File: src/rtl/pwm_bank_pkg.sv
package pwm_bank_pkg;

    typedef enum logic [1:0] {
        CH_IDLE    = 2'd0,
        CH_COUNT   = 2'd1,
        CH_EXPIRED = 2'd2
    } ch_state_e;

    localparam int REG_CFG_A   = 'h00;
    localparam int REG_CFG_B   = 'h04;
    localparam int REG_CTRL    = 'h08;
    localparam int BUF_BASE    = 'h0C;
    localparam int BUF_STRIDE  = 12;
    localparam int CMP_OFFSET  = 4;

    // channel 0 sits in group 0, later channels skip group 1
    function automatic int ctrl_group(input int ch);
        return (ch == 0) ? 0 : ch + 1;
    endfunction

    function automatic int start_pos(input int ch);
        return 4 * ctrl_group(ch);
    endfunction

    function automatic int manual_pos(input int ch);
        return 4 * ctrl_group(ch) + 1;
    endfunction

    function automatic int invert_pos(input int ch);
        return 4 * ctrl_group(ch) + 2;
    endfunction

    // the final channel keeps its reload bit one place lower
    function automatic int reload_pos(input int ch, input int num_ch);
        return (ch == num_ch - 1) ? 4 * ctrl_group(ch) + 2 : 4 * ctrl_group(ch) + 3;
    endfunction

    function automatic logic [31:0] ctrl_mask(input int num_ch);
        logic [31:0] m;
        m = '0;
        for (int ch = 0; ch < num_ch; ch++) begin
            m[start_pos(ch)]          = 1'b1;
            m[manual_pos(ch)]         = 1'b1;
            m[reload_pos(ch, num_ch)] = 1'b1;
            if (ch != num_ch - 1) begin
                m[invert_pos(ch)] = 1'b1;
            end
        end
        return m;
    endfunction

    function automatic int period_addr(input int ch);
        return BUF_BASE + BUF_STRIDE * ch;
    endfunction

    function automatic int compare_addr(input int ch);
        return BUF_BASE + BUF_STRIDE * ch + CMP_OFFSET;
    endfunction

endpackage

File: src/rtl/pwm_bank_regs.sv
module pwm_bank_regs
    import pwm_bank_pkg::*;
#(
    parameter int NUM_CH = 5,
    parameter int CNT_W  = 16,
    parameter int ADDR_W = 8
) (
    input  logic                           clk,
    input  logic                           rst_n,
    input  logic                           we,
    input  logic [ADDR_W-1:0]              addr,
    input  logic [31:0]                    wdata,
    output logic [31:0]                    rdata,
    output logic [NUM_CH-1:0]              start_o,
    output logic [NUM_CH-1:0]              manual_o,
    output logic [NUM_CH-1:0]              invert_o,
    output logic [NUM_CH-1:0]              reload_o,
    output logic [NUM_CH-1:0][CNT_W-1:0]   period_o,
    output logic [NUM_CH-1:0][CNT_W-1:0]   compare_o
);

    localparam logic [31:0] CTRL_MASK = ctrl_mask(NUM_CH);

    logic [31:0]                  cfg_a_q;
    logic [31:0]                  cfg_b_q;
    logic [31:0]                  ctrl_q;
    logic [NUM_CH-1:0][CNT_W-1:0] period_q;
    logic [NUM_CH-1:0][CNT_W-1:0] compare_q;
    int                           addr_i;

    assign addr_i = int'(addr);

    always_ff @(posedge clk or negedge rst_n) begin
        if (!rst_n) begin
            cfg_a_q   <= '0;
            cfg_b_q   <= '0;
            ctrl_q    <= '0;
            period_q  <= '0;
            compare_q <= '0;
        end else if (we) begin
            if (addr_i == REG_CFG_A) cfg_a_q <= wdata;
            if (addr_i == REG_CFG_B) cfg_b_q <= wdata;
            if (addr_i == REG_CTRL)  ctrl_q  <= wdata & CTRL_MASK;
            for (int ch = 0; ch < NUM_CH; ch++) begin
                if (addr_i == period_addr(ch))  period_q[ch]  <= wdata[CNT_W-1:0];
                if (addr_i == compare_addr(ch)) compare_q[ch] <= wdata[CNT_W-1:0];
            end
        end
    end

    always_comb begin
        rdata = '0;
        if (addr_i == REG_CFG_A) rdata = cfg_a_q;
        if (addr_i == REG_CFG_B) rdata = cfg_b_q;
        if (addr_i == REG_CTRL)  rdata = ctrl_q;
        for (int ch = 0; ch < NUM_CH; ch++) begin
            if (addr_i == period_addr(ch))  rdata = 32'(period_q[ch]);
            if (addr_i == compare_addr(ch)) rdata = 32'(compare_q[ch]);
        end
    end

    for (genvar g = 0; g < NUM_CH; g++) begin : g_fields
        assign start_o[g]  = ctrl_q[start_pos(g)];
        assign manual_o[g] = ctrl_q[manual_pos(g)];
        assign reload_o[g] = ctrl_q[reload_pos(g, NUM_CH)];
        if (g == NUM_CH - 1) begin : g_no_inv
            assign invert_o[g] = 1'b0;
        end else begin : g_inv
            assign invert_o[g] = ctrl_q[invert_pos(g)];
        end
    end

    assign period_o  = period_q;
    assign compare_o = compare_q;

endmodule

File: src/rtl/pwm_bank_chan.sv
module pwm_bank_chan
    import pwm_bank_pkg::*;
#(
    parameter int CNT_W = 16
) (
    input  logic             clk,
    input  logic             rst_n,
    input  logic             start,
    input  logic             manual,
    input  logic             reload,
    input  logic             invert,
    input  logic             tick,
    input  logic [CNT_W-1:0] period_buf,
    input  logic [CNT_W-1:0] compare_buf,
    output logic             pwm
);

    ch_state_e        state_q, state_d;
    logic [CNT_W-1:0] cnt_q;
    logic [CNT_W-1:0] cmp_q;
    logic             running;
    logic             at_zero;

    assign running = start && !manual && (state_q != CH_EXPIRED);
    assign at_zero = (cnt_q == '0);

    // state register
    always_ff @(posedge clk or negedge rst_n) begin
        if (!rst_n) state_q <= CH_IDLE;
        else        state_q <= state_d;
    end

    // next state
    always_comb begin
        state_d = state_q;
        unique case (state_q)
            CH_IDLE: begin
                if (start && !manual) begin
                    state_d = (tick && at_zero && !reload) ? CH_EXPIRED : CH_COUNT;
                end
            end
            CH_COUNT: begin
                if (manual || !start)             state_d = CH_IDLE;
                else if (tick && at_zero && !reload) state_d = CH_EXPIRED;
            end
            CH_EXPIRED: begin
                if (manual || !start) state_d = CH_IDLE;
            end
            default: state_d = CH_IDLE;
        endcase
    end

    // active counter and compare registers
    always_ff @(posedge clk or negedge rst_n) begin
        if (!rst_n) begin
            cnt_q <= '0;
            cmp_q <= '0;
        end else if (manual) begin
            cnt_q <= period_buf;
            cmp_q <= compare_buf;
        end else if (running && tick) begin
            if (!at_zero) begin
                cnt_q <= cnt_q - 1'b1;
            end else if (reload) begin
                cnt_q <= period_buf;
                cmp_q <= compare_buf;
            end
        end
    end

    // output
    always_comb begin
        pwm = (cnt_q <= cmp_q) ^ invert;
    end

    AST_MANUAL_LOAD: assert property (@(posedge clk) disable iff (!rst_n)
        manual |=> (cnt_q == $past(period_buf)) && (cmp_q == $past(compare_buf)));

    AST_HOLD_STOPPED: assert property (@(posedge clk) disable iff (!rst_n)
        (!manual && !start) |=> $stable(cnt_q) && $stable(cmp_q));

    AST_DECREMENT: assert property (@(posedge clk) disable iff (!rst_n)
        (running && tick && !at_zero) |=> cnt_q == $past(cnt_q) - CNT_W'(1));

    AST_RELOAD: assert property (@(posedge clk) disable iff (!rst_n)
        (running && tick && at_zero && reload) |=> (cnt_q == $past(period_buf)) && (cmp_q == $past(compare_buf)));

    AST_EXPIRED_HOLD: assert property (@(posedge clk) disable iff (!rst_n)
        (state_q == CH_EXPIRED && start && !manual) |=> $stable(cnt_q) && (state_q == CH_EXPIRED));

endmodule

File: src/rtl/pwm_timer_bank.sv
module pwm_timer_bank
    import pwm_bank_pkg::*;
#(
    parameter int NUM_CH = 5,
    parameter int CNT_W  = 16,
    parameter int ADDR_W = 8
) (
    input  logic              clk,
    input  logic              rst_n,
    input  logic              bus_we,
    input  logic [ADDR_W-1:0] bus_addr,
    input  logic [31:0]       bus_wdata,
    output logic [31:0]       bus_rdata,
    input  logic [NUM_CH-1:0] tick_en,
    output logic [NUM_CH-1:0] pwm_out
);

    logic [NUM_CH-1:0]            start_w;
    logic [NUM_CH-1:0]            manual_w;
    logic [NUM_CH-1:0]            invert_w;
    logic [NUM_CH-1:0]            reload_w;
    logic [NUM_CH-1:0][CNT_W-1:0] period_w;
    logic [NUM_CH-1:0][CNT_W-1:0] compare_w;

    pwm_bank_regs #(
        .NUM_CH (NUM_CH),
        .CNT_W  (CNT_W),
        .ADDR_W (ADDR_W)
    ) u_regs (
        .clk       (clk),
        .rst_n     (rst_n),
        .we        (bus_we),
        .addr      (bus_addr),
        .wdata     (bus_wdata),
        .rdata     (bus_rdata),
        .start_o   (start_w),
        .manual_o  (manual_w),
        .invert_o  (invert_w),
        .reload_o  (reload_w),
        .period_o  (period_w),
        .compare_o (compare_w)
    );

    for (genvar g = 0; g < NUM_CH; g++) begin : g_chan
        pwm_bank_chan #(
            .CNT_W (CNT_W)
        ) u_chan (
            .clk         (clk),
            .rst_n       (rst_n),
            .start       (start_w[g]),
            .manual      (manual_w[g]),
            .reload      (reload_w[g]),
            .invert      (invert_w[g]),
            .tick        (tick_en[g]),
            .period_buf  (period_w[g]),
            .compare_buf (compare_w[g]),
            .pwm         (pwm_out[g])
        );
    end

endmodule

File: config.mk
export PLATFORM = sky130hd
export DESIGN_NAME = pwm_timer_bank
export DESIGN_NICKNAME = d
export VERILOG_FILES = /design/src/rtl/pwm_bank_pkg.sv /design/src/rtl/pwm_bank_regs.sv /design/src/rtl/pwm_bank_chan.sv /design/src/rtl/pwm_timer_bank.sv
export SDC_FILE = /design/constraint.sdc
export NUM_CORES = 1
export LEC_CHECK = 0
export BUFFER_PORTS_ARGS = -buffer_cell sky130_fd_sc_hd__buf_2
export CORE_ASPECT_RATIO = 1.5
export CORE_UTILIZATION = 57
export CTS_CLUSTER_DIAMETER = 30
export CTS_CLUSTER_SIZE = 8
export DETAILED_ROUTE_END_ITERATION = 8
export PLACE_DENSITY_LB_ADDON = 0.08
export SLEW_MARGIN = 10
export SYNTH_ARGS = -nofsm -noshare
export SYNTH_HDL_FRONTEND = slang
export SYNTH_SLANG_ARGS = --single-unit
export TNS_END_PERCENT = 30
File: constraint.sdc
create_clock -name clk -period 3.2 [get_ports clk]
set_input_delay 0.64 -clock clk [delete_from_list [all_inputs] [get_ports clk]]
set_output_delay 0.64 -clock clk [all_outputs]
set_load 0.05 [all_outputs]
* Yosys cells after proc, flatten, opt, wreduce, memory -nomap -nowiden
Cells that the tools add are included. Widths: inputs -> output; s select.
Word-level totals: latch bits 0, output and inout port bits 37, memories kept 0, flip-flop bits (word level) 413, RAM bits 0, bits of input ports 48, memory bits (read-only) 0, word-level logic and storage cells 271
Cells by class: eq/ne operators 47, reduce and logical (&&, ||, !) cells 99, $lt $le $gt $ge 5, $add $sub $neg 5, shifts and indexed selects 0, mux-type cells 83, bitwise logic cells 4, divide/modulo/power cells 0, multiply operators 0
Operators by type and width (count):
- $mux 16 | 40
- $mux 32 | 13
- $le 16x16->1 | 5
- $logic_not 16->1 | 5
- $sub 16x1->16 const B | 5
- $mux 2 | 25
- $eq 8x7->1 const B | 5
- $reduce_and 2->1 | 18
- $logic_not 32->1 | 1
- $pmux 2 s3 | 5
- $reduce_and 3->1 | 10
- $reduce_bool 2->1 | 15
- $logic_and 1x1->1 | 25
- $eq 8x6->1 const B | 3
- $ne 2x1->1 const B | 10
- $eq 8x5->1 const B | 2
- $logic_not 1->1 | 15
- $ne 3x1->1 const B | 5
- $ne 3x3->1 const B | 5
- $eq 2x1->1 const B | 5
- $eq 2x2->1 const B | 5
- $logic_not 2->1 | 5
- $ne 2x2->1 const B | 5
- $eq 8x4->1 const B | 1
- 3 further kinds | 10

* Depth between registers and ports, before layout
depth after elaboration 14, depth in mapped cells 10

* Cells and area by module
From an unflattened synthesis, not the netlist that was laid out.
Unflattened totals: cell total of the unflattened synthesis 2145, area total of the unflattened synthesis 23680.2 sq um
By module, submodules not included:
- pwm_bank_regs | instances 1, cells an instance 960, area an instance 11833.8 sq um, sequential area each 6080.8 sq um
- pwm_bank_chan (g_chan[0].u_chan ...) | instances 4, cells an instance 237, area an instance 2403.6 sq um, sequential area each 850.8 sq um
- pwm_bank_chan (g_chan[4].u_chan) | instances 1, cells an instance 237, area an instance 2232.1 sq um, sequential area each 850.8 sq um

* Worst setup path before layout
No wires, ideal clock.
path type input-to-output, from input bus_addr[4], to output bus_rdata[0], buffers on the path 2, slack -0.587 ns, stages 8, arrival time 3.147 ns, cells stage by stage buf_6 -> or4b_1 -> clkbuf_1 -> nor3_1 -> o21ai_0 -> a32oi_1 -> a21oi_1 -> o21ai_0
Between the ends: longest elaborated chain between the ends 14
RTL lines:
- start, declared | line pwm_timer_bank.sv:11 | input logic [ADDR_W-1:0] bus_addr,
- $logic_not 32->1 | line pwm_bank_regs.sv:53 | if (addr_i == REG_CFG_A) rdata = cfg_a_q;
- $mux 32 | line pwm_bank_regs.sv:53
- $mux 32 | line pwm_bank_regs.sv:54 | if (addr_i == REG_CFG_B) rdata = cfg_b_q;
- $mux 32 | line pwm_bank_regs.sv:55 | if (addr_i == REG_CTRL) rdata = ctrl_q;
- $mux 32 | line pwm_bank_regs.sv:57 | if (addr_i == period_addr(ch)) rdata = 32'(period_q[ch]);
- $mux 32 | line pwm_bank_regs.sv:58 | if (addr_i == compare_addr(ch)) rdata = 32'(compare_q[ch]);
- $mux 32 | line pwm_bank_regs.sv:57
- $mux 32 | line pwm_bank_regs.sv:58
- $mux 32 | line pwm_bank_regs.sv:57
- $mux 32 | line pwm_bank_regs.sv:58
- $mux 32 | line pwm_bank_regs.sv:57
- $mux 32 | line pwm_bank_regs.sv:58
- $mux 32 | line pwm_bank_regs.sv:57
- $mux 32 (*) | line pwm_bank_regs.sv:58
- end, declared | line pwm_timer_bank.sv:13 | output logic [31:0] bus_rdata,
Every way passes the cells marked *; elsewhere a longest branch is shown, timed or not.

* Worst setup path after layout
from register g_chan[0].u_chan.cmp_q[1], to output pwm_out[0]
Between the ends: longest elaborated chain between the ends 2
RTL lines:
- start, declared | line pwm_bank_chan.sv:20 | logic [CNT_W-1:0] cmp_q;
- start signal, assigned | line pwm_bank_chan.sv:60 | cmp_q <= compare_buf;
- start signal, assigned | line pwm_bank_chan.sv:66 | cmp_q <= compare_buf;
- $le 16x16->1 | line pwm_bank_chan.sv:73 | pwm = (cnt_q <= cmp_q) ^ invert;
- $xor 1x1->1 | line pwm_bank_chan.sv:73
- end, declared | line pwm_timer_bank.sv:15 | output logic [NUM_CH-1:0] pwm_out
Every way passes these cells.

==> metrics.cfg <==
[detailed_routing]
vias = 19120
ant_nets = 0
drt_iter0_drc = 1722
drcViolationCount = 0
vias_per_cell = 6.447
firstDrtPassIters = 6
wirelength_mm = 79.40
avgRoutedWirePerCell_um = 26.78

[clock_tree]
cts_max_path_buffers = 3
postCtsHoldBufs = 0
cts-root-buf = clkbuf_16
cts_made_buffers = 81
htree_levels = 3
cts_tree = yes
clk_pin_slew_ns = 0.05
clock_latency_ns = 0.62
clkSinkCount = 413

[cells_and_area]
layout-drive-gt1-share_pct = 33.40
area_growth_pct = 25.19
n_antenna_cell = 0
finish.utilization_pct = 72.60
layout.nets = 2545

[die]
fp.coreArea_um2 = 38540
die_area_um2 = 40020
start_util_pct = 57.99
ios = 85
die_width_um = 163.7
rows = 88
chipHeight_um = 244.5

[timing]
max_freq_ghz = 0.2922
min_period_ns = 3.423
max_slew_margin_pct = 28.54
drv_slew = 0
tightest_slew_ns = 1.067
layout_setup_ws_ns = -0.2229
holdWs_ns = 0.01097
setup_viol = 11
tns_ns = -1.120
finalClockSkew_ns = 0.03134
hold_viol = 0
grt_setup_unrepaired = yes
min_period_over_period_pct = 107.0

[logic_synthesis]
ys_types = 91
syn_area_um2 = 22350
syn-num-nets = 2312
synth-seq-area-share_pct = 46.25
synth_edf_count = 0
async_reset_ff_share_pct = 100.0
synth_area_per_cell_um2 = 10.26
synth-main-ff-cell = dfrtp_1
syn_inst = 2179
ys_warn_count = 0
synth-seq-cells = 413

[worst_setup_path]
critPathArrivalTime_ns = 2.78
cp_slowest_cell = o41a_1
path_class = register to primary output
critPathLaunch = g_chan[0].u_chan.cmp_q[1]
crit_buf_inv = 2
crit_fanout = 2
cp_cell_sequence = inv_1 > ha_1 > nor2b_4 > o211ai_1 > a21oi_1 > o31a_1 > o41a_1 > xnor2_1 > buf_4
worst_setup_path_start_kind = register
r2r_start = g_chan[2].u_chan.cnt_q[1]
cp.required_ns = 2.56
endpoint_kind = primary output
crit_family = compound AO/OA/AOI/OAI gates
max_stage_delay_ns = 0.35

[global_route]
track_usage_pct = 40.34
grt_pass1_vias = 19610
grt_max_degree = 80
grt_overflow = 0
grt_pass1_wl_mm = 118.6
antenna_found_initial = 2

[power_and_ir_drop]
p_comb_share_pct = 16.6
intPower_w = 0.01261
vdd_drop_max_v = 0.0006851
p_clk_share_pct = 48.0
power_density_nw_per_um2 = 637.1
seqPwrFrac_pct = 35.4
p_leak_nw = 13.35
swShare_pct = 29.28
switchingPower_w = 0.005219

[placed_design]
finalWeightedCongestion = 1.033
io_buffer_count = 84
hpwl_mm = 57.03

[run]
max_cap_violations = 0

[outcome]
outcome = finished with violations
violations = negative setup slack

[worst_hold_path]
min_path_type = primary input to asynchronous set/reset pin

## power by group through the flow
| stage | logic [W] | registers [W] | clock network, W |
|---|---|---|---|
| finish | 0.00296 | 0.00632 | 0.00855 |
| floorplan | 0.00193 | 0.00612 | 0 |
| detailed placement | 0.00273 | 0.00636 | 0 |
| global placement | 0.00261 | 0.00634 | 0 |
| global route | 0.00323 | 0.00636 | 0.00886 |
| CTS | 0.00285 | 0.00629 | 0.00860 |
## state kept, by name, summed over array words and instances, names as in the netlist
register,count
u_regs.compare_o,80
g_chan.u_chan.state_q,10
u_regs.period_o,80
u_regs.ctrl_q,19
g_chan.u_chan.cmp_q,80
g_chan.u_chan.cnt_q,80
u_regs.cfg_b_q,32
u_regs.cfg_a_q,32
## final cells by class
type	instances	area (um2)
clock buffers	106	2241
clock inverters	35	536.8
fillers	2804	10560
inverters	110	412.9
multi-input cells	1528	11520
flip-flops and latches	413	10340
well taps	495	619.3
repair buffers	278	2305
## metrics by stage
stage          total power, W  worst slack (ns)  cells  instance area (um2)
2_1_floorplan        0.008049           -0.2433   2179                22370
3_3_place_gp         0.008951           -0.3006   2808                24350
3_5_place_dp         0.009094           -0.2724   2808                24350
4_1_cts               0.01774           -0.2526   2959                27530
5_1_grt               0.01845           -0.2869   2965                27980
6_report              0.01783           -0.2229   2965                27980
## repair_timing
action                     4_1_cts  5_1_grt
setup endpoints to repair       20       28
gates resized for setup         91       88
pin swaps                       23       39
gates cloned                     1        0
setup buffers                   12        8
## synthesized netlist by cell type (14+ instances only)
library cell,count,share of area (%)
nand2b_1,18,0.50
a22o_1,16,0.63
nand4_1,25,0.70
a211oi_1,14,0.47
nor4_1,15,0.42
o21ai_0,186,4.2
nand2_1,157,2.6
nor2b_1,18,0.50
nor2_1,152,2.6
a22oi_1,23,0.77
dfrtp_1,413,46
ha_1,85,4.8
buf_2,41,0.92
mux2i_1,16,0.72
a21oi_1,148,3.3
o22a_1,14,0.55
nand3_1,43,0.96
a31oi_1,22,0.62
or3_1,14,0.39
inv_1,110,1.8
o22ai_1,23,0.64
mux2_2,268,14
clkbuf_1,64,1.1
nor3_1,40,0.90
## path summary, 6_finish.rpt
path	cells after the start	end	slack [ns]
max	9	pwm_out[0]	-0.22
min	1	g_chan[1].u_chan.cmp_q[10]	0.01
max reg2reg	8	g_chan[2].u_chan.cnt_q[15]	0.22
min reg2reg	1	g_chan[1].u_chan.state_q[0]	0.45
max in group asynchronous	2	g_chan[4].u_chan.cnt_q[3]	2.26
min in group clk	2	g_chan[1].u_chan.state_q[0]	0.27
## kinds of logic after synthesis
| family | count (synthesis) | synth area share [%] |
|---|---|---|
| XOR/XNOR | 5 | 0.1960 |
| flip-flops | 413 | 46.25 |
| adder cells (fa/ha/maj) | 85 | 4.759 |
| multiplexers | 301 | 15.35 |
| buffers and inverters | 238 | 4.619 |
| AO/OA/AOI/OAI | 573 | 15.99 |
| AND/OR/NAND/NOR | 564 | 12.84 |
## placed cells by master, fill, tap and decap left out, types with 16 or more instances in the layout
cell type,count
dfrtp_1,407
buf_2,58
a22oi_1,23
o21ai_0,165
buf_12,17
buf_4,168
ha_1,81
clkbuf_16,81
a31oi_1,19
mux2i_1,16
inv_1,110
nand4_1,25
nand2_1,149
nand3_1,37
nor3_1,38
a21oi_1,134
nand2b_1,18
a22o_1,16
nor2_1,148
o22ai_1,20
mux2_2,268
buf_6,26
## metal layers
| metal | part of all wire, % | wire length [um] | global-route usage, % | up-vias |
|---|---|---|---|---|
| met5 | 0.014 | 11 | 0 | - |
| met4 | 7.9 | 6294 | 28.76 | 2 |
| met3 | 5.5 | 4356 | 6.479 | 288 |
| met2 | 50 | 39540 | 68.27 | 804 |
| met1 | 37 | 29200 | 45.97 | 9602 |
| li1 | - | - | - | 8420 |
Note: power is estimated with default switching activity, not from simulation.
